### config.mk
export PLATFORM = sky130hd
export DESIGN_NAME = pcipm_wake_ctrl
export DESIGN_NICKNAME = d
export VERILOG_FILES = /design/src/rtl/pcipm_pkg.sv /design/src/rtl/pcipm_state_reg.sv /design/src/rtl/pcipm_pme_ctrl.sv /design/src/rtl/pcipm_pme_drv.sv /design/src/rtl/pcipm_wake_ctrl.sv
export SDC_FILE = /design/constraint.sdc
export NUM_CORES = 1
export LEC_CHECK = 0
export ABC_AREA = 1
export BUFFER_PORTS_ARGS = -buffer_cell sky130_fd_sc_hd__buf_2
export CORE_AREA = 4 4 41 43
export CTS_CLUSTER_SIZE = 16
export DETAILED_ROUTE_END_ITERATION = 8
export DIE_AREA = 0 0 45 47
export PLACE_DENSITY = 0.65
export SYNTH_ARGS = -nofsm -noshare
export SYNTH_HDL_FRONTEND = slang
export SYNTH_SLANG_ARGS = --single-unit
### constraint.sdc
create_clock -name clk_i -period 0.8 [get_ports clk_i]
set_input_delay 0.2 -clock clk_i [delete_from_list [all_inputs] [get_ports clk_i]]
set_output_delay 0.2 -clock clk_i [all_outputs]
set_load 0.02 [all_outputs]
### src/rtl/pcipm_pkg.sv
package pcipm_pkg;
  typedef enum logic [1:0] {
    PS_D0    = 2'b00,
    PS_D1    = 2'b01,
    PS_D2    = 2'b10,
    PS_D3HOT = 2'b11
  } pstate_e;

  function automatic logic is_live(pstate_e s);
    return (s != PS_D2);
  endfunction
endpackage

### src/rtl/pcipm_state_reg.sv
module pcipm_state_reg
  import pcipm_pkg::*;
(
  input  logic    clk_i,
  input  logic    rst_ni,
  input  logic    we_i,
  input  logic [1:0] field_i,
  output pstate_e state_o
);
  pstate_e state_q;
  pstate_e field_s;

  assign field_s = pstate_e'(field_i);

  always_ff @(posedge clk_i or negedge rst_ni) begin
    if (!rst_ni)                        state_q <= PS_D0;
    else if (we_i && is_live(field_s))  state_q <= field_s;
  end

  assign state_o = state_q;
endmodule

### src/rtl/pcipm_pme_ctrl.sv
module pcipm_pme_ctrl
  import pcipm_pkg::*;
(
  input  logic    clk_i,
  input  logic    rst_ni,
  input  pstate_e state_i,
  input  logic    cold_i,
  input  logic    req_we_i,
  input  logic    req_i,
  input  logic    cfg_we_i,
  input  logic    en_d_i,
  input  logic    clr_d_i,
  output logic    en_o,
  output logic    st_o
);
  logic en_q, st_q;
  logic set_s, clr_s;

  // request only from a live, powered state
  assign set_s = req_we_i & req_i & ~cold_i & is_live(state_i);
  assign clr_s = cfg_we_i & clr_d_i;

  always_ff @(posedge clk_i or negedge rst_ni) begin
    if (!rst_ni) begin
      en_q <= 1'b0;
      st_q <= 1'b0;
    end else begin
      if (cfg_we_i) en_q <= en_d_i;
      if (set_s)      st_q <= 1'b1;  // set beats clear
      else if (clr_s) st_q <= 1'b0;
    end
  end

  assign en_o = en_q;
  assign st_o = st_q;
endmodule

### src/rtl/pcipm_pme_drv.sv
module pcipm_pme_drv #(
  parameter bit OUT_REG = 1'b0
) (
  input  logic clk_i,
  input  logic rst_ni,
  input  logic en_i,
  input  logic st_i,
  output logic pme_n_o
);
  logic drive_s;
  assign drive_s = en_i & st_i;

  generate
    if (OUT_REG) begin : g_reg
      logic pme_n_q;
      always_ff @(posedge clk_i or negedge rst_ni) begin
        if (!rst_ni) pme_n_q <= 1'b1;
        else         pme_n_q <= ~drive_s;
      end
      assign pme_n_o = pme_n_q;
    end else begin : g_comb
      assign pme_n_o = ~drive_s;
    end
  endgenerate
endmodule

### src/rtl/pcipm_wake_ctrl.sv
module pcipm_wake_ctrl
  import pcipm_pkg::*;
#(
  parameter int unsigned CFG_W   = 16,
  parameter int unsigned PS_LSB  = 0,
  parameter int unsigned EN_BIT  = 8,
  parameter int unsigned ST_BIT  = 15,
  parameter bit          OUT_REG = 1'b0
) (
  input  logic             clk_i,
  input  logic             rst_ni,
  input  logic             cold_i,
  input  logic             cfg_we_i,
  input  logic [CFG_W-1:0] cfg_wdata_i,
  input  logic             sw_we_i,
  input  logic             sw_req_i,
  output logic [1:0]       pstate_o,
  output logic [CFG_W-1:0] cfg_rdata_o,
  output logic             pme_st_o,
  output logic             pme_n_o
);
  localparam int unsigned PS_W = 2;

  pstate_e state_s;
  logic    en_s, st_s;

  pcipm_state_reg u_state (
    .clk_i   (clk_i),
    .rst_ni  (rst_ni),
    .we_i    (cfg_we_i),
    .field_i (cfg_wdata_i[PS_LSB +: PS_W]),
    .state_o (state_s)
  );

  pcipm_pme_ctrl u_ctrl (
    .clk_i    (clk_i),
    .rst_ni   (rst_ni),
    .state_i  (state_s),
    .cold_i   (cold_i),
    .req_we_i (sw_we_i),
    .req_i    (sw_req_i),
    .cfg_we_i (cfg_we_i),
    .en_d_i   (cfg_wdata_i[EN_BIT]),
    .clr_d_i  (cfg_wdata_i[ST_BIT]),
    .en_o     (en_s),
    .st_o     (st_s)
  );

  pcipm_pme_drv #(.OUT_REG(OUT_REG)) u_drv (
    .clk_i   (clk_i),
    .rst_ni  (rst_ni),
    .en_i    (en_s),
    .st_i    (st_s),
    .pme_n_o (pme_n_o)
  );

  always_comb begin
    cfg_rdata_o                   = '0;
    cfg_rdata_o[PS_LSB +: PS_W]   = state_s;
    cfg_rdata_o[EN_BIT]           = en_s;
    cfg_rdata_o[ST_BIT]           = st_s;
  end

  assign pstate_o = state_s;
  assign pme_st_o = st_s;
endmodule

==> impl_metrics.tcl <==
set metrics [dict create \
    fin_crit_sh_pct 127 \
    rows 13 \
    yosysSeqAreaShare_pct 33.2 \
    synth_cells 41 \
    grt_max_degree 5 \
    design_area_sq_um 442 \
    synth-compound-area-share_pct 3.32 \
    initial_core_util_pct 23.2 \
    final_common_cell "conb_1" \
    hold_path_class "in -> reg" \
    vias 270 \
    cts.sink_count 4 \
    violations "setup timing" \
    synth_top_area_share_pct 39.8 \
    r2r_start "u_state.state_o[0]" \
    grt.overflow.total 0 \
    nets 84 \
    antenna_found_initial 0 \
    p_int_w 0.000550 \
    cp-end-kind "output port" \
    cts_buffer_depth 2 \
    rrSetupSlack_ns -0.05 \
    pwr-share-seq_pct 30.6 \
    finalWorstSetupSlack_ns -0.213 \
    worstHoldStart "cfg_wdata_i[8]" \
    reg2regPathDepth 5 \
    dieArea_sq_um 2120 \
    clockPowerShare_pct 32.4 \
    area_delta_synth_final_pct 46.5 \
    routedWlPerCell_um 8.54 \
    grt_pass1_vias 236 \
    finalHoldViolCount 0 \
    cts_tree "built" \
    drt_wl_total_um 649 \
    cap_violations 0 \
    synthAdderAreaFrac_pct 0 \
    worstPathMaxFanout 4 \
    grt_usage_pct 6.49 \
    yosys.area_share.xor_xnor_pct 0 \
    syn_area_per_cell_sq_um 7.35 \
    root_buffer "clkbuf_4" \
    synth_area_sq_um 302 \
    synth_mux_area_share_pct 0 \
    critPathKind "reg -> out" \
    crit_path_start "u_ctrl.st_o" \
    power.density_nw_per_um2 1900 \
    drc 0 \
    arrival_ns 0.81 \
    ys_ff_latch 4 \
    setup-violations-final 10 \
    ir_drop_v 0.000367 \
    fin_skew_ns 0.00764 \
    num_antenna_cells 0 \
    synth-simple-area-share_pct 17.4 \
    hold_end "u_ctrl.en_o" \
    drt_iter0_markers 0 \
    vias_per_cell 3.55 \
    pwr-share-comb_pct 37.0 \
    antenna_left 0 \
    hold_path_depth 3 \
    ios 42 \
    grt_pass1_wl_um 848 \
    p_leak_nw 0.259 \
    ys_warn_count 0 \
    critPathLaunchType "flop" \
    dp.final_hpwl_um 464 \
    min_period_ns 1.01 \
    routabilityCongestion 0.696 \
    die_x_um 45 \
    drive_gt1_share_pct 54.1 \
    path_clk_slew_ns 0.03 \
    dieHeight_um 47 \
    post-route-util_pct 33.9 \
    synth.largest_area_cell "buf_4" \
    power_w 0.000838 \
    rsz0062_at_grt "true" \
    pre_cts_slack_ns 0.00157 \
    p_sw_share_pct 34.4 \
    status "finished with violations" \
    placed_area_sq_um 333 \
    crit_required_ns 0.60 \
    ctsHtreeMaxLevel 1 \
    cts_buffers 3 \
    holdWs_ns 0.171 \
    rr_endpoint "u_ctrl.st_o" \
    synth_top_family_by_area "buffers and inverters" \
    clock_latency_ns 0.24 \
    synthTopCellsByArea "buf_4 40%, dfrtp_1 33%, nand2_1 16%" \
    fmax_mhz 987 \
    power.switching_w 0.000289 \
    final_cell_mix "12 x conb_1, 11 x buf_2, 10 x nand2_1, 7 x buf_6" \
    slew_violations 0 \
    first_pass_iters 1 \
    fillers 146 \
    yosysUniqueCellTypes 8 \
    io_buffers 17 \
    core_area_sq_um 1300 \
]
repair_timing:
item	4_1_cts	5_1_grt
endpoints found under the hold margin	4	0
pin swaps	1	3
resized for setup	14	5
hold buffers	1	0
setup buffers	3	1
setup endpoints to repair	8	11
kinds of logic (layout without fill, tap and decap cells):
logic type	Yosys count	count (layout)
compound gates	2	2
buf+inv	20	29
other cells	1	12
simple gates	14	14
flops	4	4
power by group through the flow:
stage | Clock, W | Sequential [W] | Combinational (W)
CTS | 0.000286 | 0.000256 | 0.000299
detailed placement | 0 | 0.000254 | 0.000223
global route | 0.000307 | 0.000261 | 0.000333
finish | 0.000272 | 0.000257 | 0.000310
floorplan | 0 | 0.000281 | 0.000211
global placement | 0 | 0.000253 | 0.000222
routing by layer:
| layer | routed length, um | part of all wire (%) | global-route usage [%] |
|---|---|---|---|
| met1 | 181 | 28 | 4.57 |
| met2 | 335 | 52 | 10.5 |
| met3 | 131 | 20 | 3.83 |
| met4 | 0 | 0 | 8.77 |
| met5 | 0 | 0 | 0 |
worst max-delay path: stages, from the launching register on:
cell and delay, ns:
dfrtp_2 0.41, nand2_2 0.07, buf_6 0.11
worst max-delay path by stage:
| stage | end | slack (ns) | cells past startpoint |
|---|---|---|---|
| final | pme_n_o | -0.21 | 2 |
| after global routing | pme_n_o | -0.25 | 2 |
| after CTS | pme_n_o | -0.22 | 2 |
| after detailed placement | pme_n_o | 0.002 | 2 |
| after global placement | pme_n_o | 0.002 | 2 |
| after floorplan | cfg_rdata_o[15] | 0.001 | 1 |
state kept, by name, indices dropped and copies added, names as in the netlist:
signal           count
u_state.state_o      2
u_ctrl.en_o          1
u_ctrl.st_o          1
metrics by stage:
step	std cells	setup TNS, ns
2_1_floorplan	52	0
3_3_place_gp	68	0
3_5_place_dp	68	0
4_1_cts	76	-1.75
5_1_grt	76	-2.01
6_report	76	-1.68
synth_stat cells:
library cell / n
buf_4: 16
conb_1: 1
dfrtp_1: 4
inv_1: 3
inv_2: 1
nand2_1: 13
nor2_1: 1
o21ai_1: 2
layout make-up:
class                           count  area, sq um  area share (%)
Clock buffer                        4         26.3            5.95
Multi-Input combinational cell     28          119            26.9
Tap cell                           15         18.8            4.25
Sequential cell                     4          104            23.5
Inverter                            4         15.0            3.40
Timing Repair Buffer               21          159            36.0
Note: power is estimated with default switching activity, not from simulation.
